`src/rtl/bcg_pkg.sv`:
```
// Package: shared length-code and ordering encodings for the burst
// column generator. Assumes a 3-bit length code.
package bcg_pkg;

    localparam int LEN_CODE_W = 3;

    typedef enum logic [LEN_CODE_W-1:0] {
        BL_ONE   = 3'd0,
        BL_TWO   = 3'd1,
        BL_FOUR  = 3'd2,
        BL_EIGHT = 3'd3,
        BL_PAGE  = 3'd7
    } burst_len_e;

    typedef enum logic {
        ORDER_LINEAR     = 1'b0,
        ORDER_INTERLEAVE = 1'b1
    } burst_order_e;

endpackage

```
`src/rtl/bcg_mode_decode.sv`:
```
// Module: bcg_mode_decode
// Turns the length code and the ordering bit into a column mask, a
// full-page flag and an effective interleave flag.
// Assumes: COL_W >= 3. The mask is a run of ones in the low bits, BL-1.
// Reserved codes act as one beat. Full page always uses linear order.
module bcg_mode_decode
    import bcg_pkg::*;
#(
    parameter int COL_W = 9
) (
    input  logic [LEN_CODE_W-1:0] len_code,
    input  logic                  burst_type,
    output logic [COL_W-1:0]      mask,
    output logic                  full,
    output logic                  ilv
);

    // Purpose: map the length code to the wrap mask and the full-page flag.
    always_comb begin
        full = 1'b0;
        case (len_code)
            BL_TWO:   mask = COL_W'(1);
            BL_FOUR:  mask = COL_W'(3);
            BL_EIGHT: mask = COL_W'(7);
            BL_PAGE: begin
                mask = '1;
                full = 1'b1;
            end
            default:  mask = '0;
        endcase
    end

    // Purpose: interleaved order applies only to fixed lengths.
    always_comb begin
        ilv = (burst_type == ORDER_INTERLEAVE) && !full;
    end

endmodule

```
`src/rtl/bcg_beat_counter.sv`:
```
// Module: bcg_beat_counter
// Keeps the burst state: the captured start column and mode, the beat
// index and the active flag. It also decides when the burst ends.
// Assumes: everything is gated by cke. start wins over stop and over the
// end of a burst. A full-page index wraps naturally at 2**COL_W.
module bcg_beat_counter #(
    parameter int COL_W = 9
) (
    input  logic             clk,
    input  logic             rst_n,
    input  logic             cke,
    input  logic             start,
    input  logic             stop,
    input  logic [COL_W-1:0] start_col,
    input  logic [COL_W-1:0] mask_in,
    input  logic             full_in,
    input  logic             ilv_in,
    output logic [COL_W-1:0] base_q,
    output logic [COL_W-1:0] idx_q,
    output logic [COL_W-1:0] mask_q,
    output logic             full_q,
    output logic             ilv_q,
    output logic             active_q,
    output logic             last
);

    logic final_beat;

    // Purpose: flag the final beat of a fixed-length burst.
    always_comb begin
        final_beat = active_q && !full_q && (idx_q == mask_q);
        last       = final_beat;
    end

    // Purpose: capture the burst at start, then advance or end it on each enabled edge.
    always_ff @(posedge clk) begin
        if (!rst_n) begin
            base_q   <= '0;
            idx_q    <= '0;
            mask_q   <= '0;
            full_q   <= 1'b0;
            ilv_q    <= 1'b0;
            active_q <= 1'b0;
        end else if (cke) begin
            if (start) begin
                base_q   <= start_col;
                idx_q    <= '0;
                mask_q   <= mask_in;
                full_q   <= full_in;
                ilv_q    <= ilv_in;
                active_q <= 1'b1;
            end else if (active_q) begin
                if (stop || final_beat) begin
                    active_q <= 1'b0;
                end else begin
                    idx_q <= idx_q + 1'b1;
                end
            end
        end
    end

endmodule

```
`src/rtl/bcg_addr_map.sv`:
```
// Module: bcg_addr_map
// Combinational: forms the beat's column from the start column, the beat
// index, the wrap mask and the ordering.
// Assumes: the mask is contiguous from bit 0, so the low bits of the sum
// wrap inside the aligned block and the masked bits are the only ones
// that change.
module bcg_addr_map #(
    parameter int COL_W = 9
) (
    input  logic [COL_W-1:0] base,
    input  logic [COL_W-1:0] idx,
    input  logic [COL_W-1:0] mask,
    input  logic             ilv,
    output logic [COL_W-1:0] col
);

    logic [COL_W-1:0] lin_sum;

    // Purpose: linear candidate; only its masked low bits are used.
    always_comb begin
        lin_sum = base + idx;
    end

    // Purpose: choose each column bit separately, by mask and ordering.
    for (genvar b = 0; b < COL_W; b++) begin : g_bit
        always_comb begin
            if (!mask[b]) begin
                col[b] = base[b];
            end else if (ilv) begin
                col[b] = base[b] ^ idx[b];
            end else begin
                col[b] = lin_sum[b];
            end
        end
    end

endmodule

```
`src/rtl/burst_col_gen.sv`:
```
// Module: burst_col_gen (top)
// Produces the column sequence for one SDRAM burst: lengths of 1, 2, 4
// or 8 beats or a full page, in linear or interleaved order, with an
// early stop and a freeze while cke is low.
// Assumes: the mode inputs are only meaningful in the cycle of start.
// The outputs come from registered state through combinational mapping.
module burst_col_gen
    import bcg_pkg::*;
#(
    parameter int COL_W = 9
) (
    input  logic                  clk,
    input  logic                  rst_n,
    input  logic                  cke,
    input  logic                  start,
    input  logic [COL_W-1:0]      start_col,
    input  logic [LEN_CODE_W-1:0] len_code,
    input  logic                  burst_type,
    input  logic                  stop,
    output logic [COL_W-1:0]      col,
    output logic                  valid,
    output logic                  last
);

    logic [COL_W-1:0] dec_mask;
    logic             dec_full;
    logic             dec_ilv;
    logic [COL_W-1:0] base_q;
    logic [COL_W-1:0] idx_q;
    logic [COL_W-1:0] mask_q;
    logic             full_q;
    logic             ilv_q;
    logic             active_q;

    bcg_mode_decode #(.COL_W(COL_W)) u_decode (
        .len_code   (len_code),
        .burst_type (burst_type),
        .mask       (dec_mask),
        .full       (dec_full),
        .ilv        (dec_ilv)
    );

    bcg_beat_counter #(.COL_W(COL_W)) u_counter (
        .clk       (clk),
        .rst_n     (rst_n),
        .cke       (cke),
        .start     (start),
        .stop      (stop),
        .start_col (start_col),
        .mask_in   (dec_mask),
        .full_in   (dec_full),
        .ilv_in    (dec_ilv),
        .base_q    (base_q),
        .idx_q     (idx_q),
        .mask_q    (mask_q),
        .full_q    (full_q),
        .ilv_q     (ilv_q),
        .active_q  (active_q),
        .last      (last)
    );

    bcg_addr_map #(.COL_W(COL_W)) u_map (
        .base (base_q),
        .idx  (idx_q),
        .mask (mask_q),
        .ilv  (ilv_q),
        .col  (col)
    );

    // Purpose: a beat is presented while a burst is active.
    always_comb begin
        valid = active_q;
    end

endmodule

```
`config.mk`:
```
export PLATFORM = sky130hd
export DESIGN_NAME = burst_col_gen
export DESIGN_NICKNAME = d
export VERILOG_FILES = /design/src/rtl/bcg_pkg.sv /design/src/rtl/bcg_mode_decode.sv /design/src/rtl/bcg_beat_counter.sv /design/src/rtl/bcg_addr_map.sv /design/src/rtl/burst_col_gen.sv
export SDC_FILE = /design/constraint.sdc
export NUM_CORES = 1
export LEC_CHECK = 0
export BUFFER_PORTS_ARGS = -buffer_cell sky130_fd_sc_hd__buf_2
export CORE_AREA = 2 2 62 64
export DETAILED_ROUTE_END_ITERATION = 10
export DIE_AREA = 0 0 64 66
export PLACE_DENSITY = 0.76
export SLEW_MARGIN = 0
export SYNTH_ARGS = -nofsm -noshare
export SYNTH_HDL_FRONTEND = slang
export SYNTH_SLANG_ARGS = --single-unit
```
`constraint.sdc`:
```
create_clock -name clk -period 6.1 [get_ports clk]
set_input_delay 0.61 -clock clk [delete_from_list [all_inputs] [get_ports clk]]
set_output_delay 0.61 -clock clk [all_outputs]
set_load 0.1 [all_outputs]
```
After elaboration in Yosys (flattened, before gate mapping)
Cells that the tools add are included.
Storage, ports and cells
  flip-flop bits (word level): 30
  input port bits: 18
  word-level logic and storage cells: 58
  output and inout port bits: 11
Cells by class
  bitwise operators: 9
  reductions and logical operators: 9
  eq/ne operators: 6
  add/sub/neg operators: 2
  multiplexer cells: 26
Operator list (number)
  9-bit one-hot mux with 4 select lines: 1
  9-bit 2-to-1 mux: 3
  1-bit 2-to-1 mux: 22
  9-bit by 1-bit adder with 9-bit output, second input constant: 1
  9-bit adder: 1
  9-bit == test: 1
  1-bit XOR: 9
  3-bit by 2-bit == test with 1-bit output, second input constant: 2
  3-bit by 1-bit == test with 1-bit output, second input constant: 1
  3-bit == test, second input constant: 1
  1-bit logical AND: 3
  3-bit AND reduction: 1
  1-bit zero test: 2
  2-bit inequality test, second input constant: 1
  2-bit AND reduction: 1
  2-bit nonzero test: 1
  1-bit logical OR: 1

Depth between registers and ports, before layout
  word-level depth: 7
  gate-level depth with buffers: 8
  depth with buffers taken out: 8

By module
Synthesis repeated with hierarchy kept, for this count alone.
Unflattened totals
  cell total of the unflattened synthesis: 242
  area total of the unflattened synthesis: 1915.6 µm²
By module, submodules not included
  bcg_beat_counter: cells each 162, seq. area each 600.6 µm², area each 1300.0 µm², instances 1
  bcg_addr_map: cells each 67, seq. area each 0.0 µm², area each 519.2 µm², instances 1
  bcg_mode_decode: cells each 13, seq. area each 0.0 µm², area each 96.3 µm², instances 1

Worst setup path before layout
No wires, ideal clock.
  path type: reg-to-output
  start: register u_counter.idx_q[0]
  end: output port col[8]
  data arrival time: 3.349 ns
  buffers on the path: 0
  cell stages (with the launch flop): 9
  slack: 2.141 ns
  required time: 5.490 ns
  cell sequence: dfxtp_1 ha_1 inv_1 fa_1 nand2b_1 a211oi_1 a211o_1 mux2i_1 xor2_1
Between the ends
  longest elaborated chain between the ends: 3
Ends and longest elaborated chain
  start: declaration: RTL line bcg_beat_counter.sv:19  | output logic [COL_W-1:0] idx_q,
  start signal: assignment: RTL line bcg_beat_counter.sv:56  | idx_q <= idx_q + 1'b1;
  9-bit adder: RTL line bcg_addr_map.sv:21  | lin_sum = base + idx;
  1-bit 2-to-1 mux: RTL line bcg_addr_map.sv:29  | end else if (ilv) begin
  1-bit 2-to-1 mux: RTL line bcg_addr_map.sv:27  | if (!mask[b]) begin
  end: declaration: RTL line burst_col_gen.sv:20  | output logic [COL_W-1:0] col,
No other way between the ends.

Worst setup path in the final report
Ends and elaborated chain as after synthesis.

==> run_results.csv <==
group,metric,value,unit
layout,syn2layout_area_growth,12.1,%
min_path,hold_path.class,"flip-flop to flip-flop",
pwr,leakagePower,0.714,nW
routing,drc_errors,0,
layout,final_area,1710,sq um
clock_tree,cts.htree.levels,1,
sta,finalWorstSetupSlack,2.43,ns
sta,hold_viol,0,
sta,final.min_clock_period,3.67,ns
layout,drive_gt1_share,16.2,%
yosys,synth_top_family_by_area,"simple AND/OR/NAND/NOR gates",
pwr,power_density,180,nW/um^2
sta,fin_setup_tns,0,ns
clock_tree,cts-root-buf,"clkbuf_4",
layout,register_area,480,sq um
critical_path,cp_data_arrival_time,3.06,ns
clock_tree,clk_pin_slew_worst_paths,0.13,ns
status,status,"finished, final reports clean",
grt,grt_max_degree,24,
sta,relSlewSlack,46.5,%
critical_path,crit_path_max_fanout,6,
placed_design,placed_cell_area,1690,sq um
yosys,synth_fa_ha_area_share,8.70,%
yosys,syn_area,1530,sq um
critical_path,required,5.49,ns
yosys,synth_edf_count,0,
job,max-cap-violations,0,
yosys,synth-compound-area-share,21.5,%
pwr,finalPower,0.000308,W
grt,grt_pass1_wl,5870,um
yosys,yosys-top-cells-area,"dfxtp_1 32%, a21oi_1 8.5%, nand2_1 8.1%",
routing,via_count,1458,
placed_design,place_ws,2.77,ns
critical_path,setup.worst_path.start_class,"flip-flop",
floorplanning,die_area,4220,sq um
routing,routedWlPerCell,12.9,um
grt,antenna_found_initial,0,
sta,fmax,0.272,GHz
layout,fill_cells,375,
yosys,synth-simple-area-share,25.6,%
yosys,synthArstFlopShare,0,%
clock_tree,cts_inserted_buffers,3,
yosys,synth.avg_cell_area,7.66,sq um
sta,slew_viol_final,0,
yosys,muxShareOfSynthArea,2.79,%
layout,multi_input_area,981,sq um
routing,initialDrtViolationCount,87,
yosys,synth.most_common_cell,"nand2_1",
clock_tree,clk_latency,0.31,ns
sta,worstMarginPinSlew,0.800,ns
routing,antenna_left,0,
yosys,synth_top_area_share,31.5,%
grt,grt_pass1_vias,1292,
clock_tree,ctsLongestPathBuffers,2,
yosys,synth_cells,199,
grt,overflow,0,
sta,fin_crit_sh,60.2,%
sta,rsz0062_at_grt,"false",
grt,grt_use_total,17.2,%
critical_path,reg2reg_from,"u_counter.mask_q[7]",
clock_tree,tritoncts,"built",
sta,finalSetupViolCount,0,
sta,fin_skew,0.00724,ns
yosys,synthTopCellsByCount,"33 x nand2_1, 26 x a21oi_1, 24 x dfxtp_1",
floorplanning,start_util,43.0,%
critical_path,critical_path_class,"flip-flop to output port",
pwr,ir_drop,0.0852,mV
floorplanning,die_h,66,um
layout,final_core_util,48.2,%
floorplanning,io_pins,29,
clock_tree,holdBufCountCts,0,
layout,finalNetCount,252,
yosys,ys_seq_area_share,31.5,%
yosys,yosys_warnings,0,
yosys,synth.net_count,227,
clock_tree,postCtsSetupBuffers,0,
routing,postRouteWirelength,3480,um
clock_tree,cts_resized,0,
yosys,ys.flop_type,"dfxtp_1",
floorplanning,coreArea,3550,sq um
yosys,synth-xor-area-share,5.74,%
critical_path,startpoint,"u_counter.idx_q[0]",
placed_design,portBuffers,28,
floorplanning,die_w,64,um
clock_tree,clock-sinks,24,
layout,antenna_cells,0,
placed_design,place.gp.congestion,0.789,
floorplanning,rows,22,
yosys,synth.ff_latch_count,24,
placed_design,hpwl,2550,um
yosys,synth_area_leader_cell,"dfxtp_1",
routing,vias_per_cell,5.40,
critical_path,cp-end-kind,"output port",
routing,drt_first_pass_iters,4,
yosys,yosys.cell_types.count,37,
min_path,hp-start,"u_counter.base_q[7]",
power by group:
group          leakage (nW)  total (W)  switching, W  internal, W
Sequential            0.195   0.000167    0.00000525     0.000161
Clock                0.0138  0.0000698     0.0000468    0.0000231
Combinational         0.505  0.0000715     0.0000542    0.0000174
Total                 0.714   0.000308      0.000106     0.000202
cell usage in the layout (no fill, tap or decap), types with 3 or more instances in the layout:
| cell type | netlist | final |
|---|---|---|
| ha_1 | 9 | 9 |
| clkbuf_4 | 0 | 3 |
| buf_2 | 0 | 28 |
| a21oi_1 | 26 | 26 |
| or4_1 | 3 | 3 |
| xnor2_1 | 7 | 7 |
| nand2b_1 | 3 | 3 |
| nor2_1 | 21 | 21 |
| o2111ai_1 | 3 | 3 |
| or3_1 | 4 | 4 |
| a31oi_1 | 4 | 4 |
| xor2_1 | 3 | 3 |
| o21ai_0 | 7 | 7 |
| nand3_1 | 10 | 10 |
| nand2_1 | 33 | 33 |
| dfxtp_1 | 24 | 24 |
| inv_1 | 7 | 7 |
routing by layer:
| metal | vias to the layer above | GRT usage, % | wire [um] |
|---|---|---|---|
| li1 | 756 | - | - |
| met1 | 665 | 23.7 | 1760 |
| met2 | 35 | 28.0 | 1560 |
| met3 | 2 | 1.53 | 127 |
| met4 | 0 | 5.98 | 37 |
| met5 | - | 0 | 0 |
cell families after synthesis:
family                   Yosys count
XOR/XNOR                          10
multiplexers                       4
AND/OR/NAND/NOR                   82
buffers and inverters             15
adder cells (fa/ha/maj)           10
flip-flops                        24
AO/OA/AOI/OAI                     54
final cells by class:
type / instances / share of cell area [%]
Clock buffer: 3 / 1.32
Multi-Input combinational cell: 160 / 57.4
Tap cell: 48 / 3.51
Sequential cell: 24 / 28.1
Timing Repair Buffer: 28 / 8.19
Inverter: 7 / 1.54
sequential cells by signal (all words and copies together), names as in the netlist:
register / flops
u_counter.idx_q: 9
u_counter.active_q: 1
u_counter.base_q: 9
u_counter.mask_q: 4
u_counter.ilv_q: 1
final timing paths:
check,endpoint,slack [ns],cells after the start
hold / removal,u_counter.base_q[7],0.49,2
hold reg to reg,u_counter.base_q[7],0.49,2
setup reg to reg,u_counter.idx_q[5],4.31,5
setup / recovery,col[8],2.43,9
per-stage QoR:
stage / cells / hold slack, ns
final: 270 / 0.490
after global routing: 270 / 0.508
after CTS: 270 / 0.493
after detailed placement: 267 / 0.474
after global placement: 267 / 0.466
after floorplan: 199 / 0.448
worst max-delay path, cell delays in order (launching register included):
cell,delay (ns)
dfxtp_1,0.46
ha_1,0.23
inv_1,0.06
fa_1,0.38
nand2b_1,0.16
a211oi_1,0.43
a211o_1,0.21
mux2i_1,0.21
xor2_1,0.16
buf_2,0.44
No activity file was read; power rests on OpenSTA's default activity.
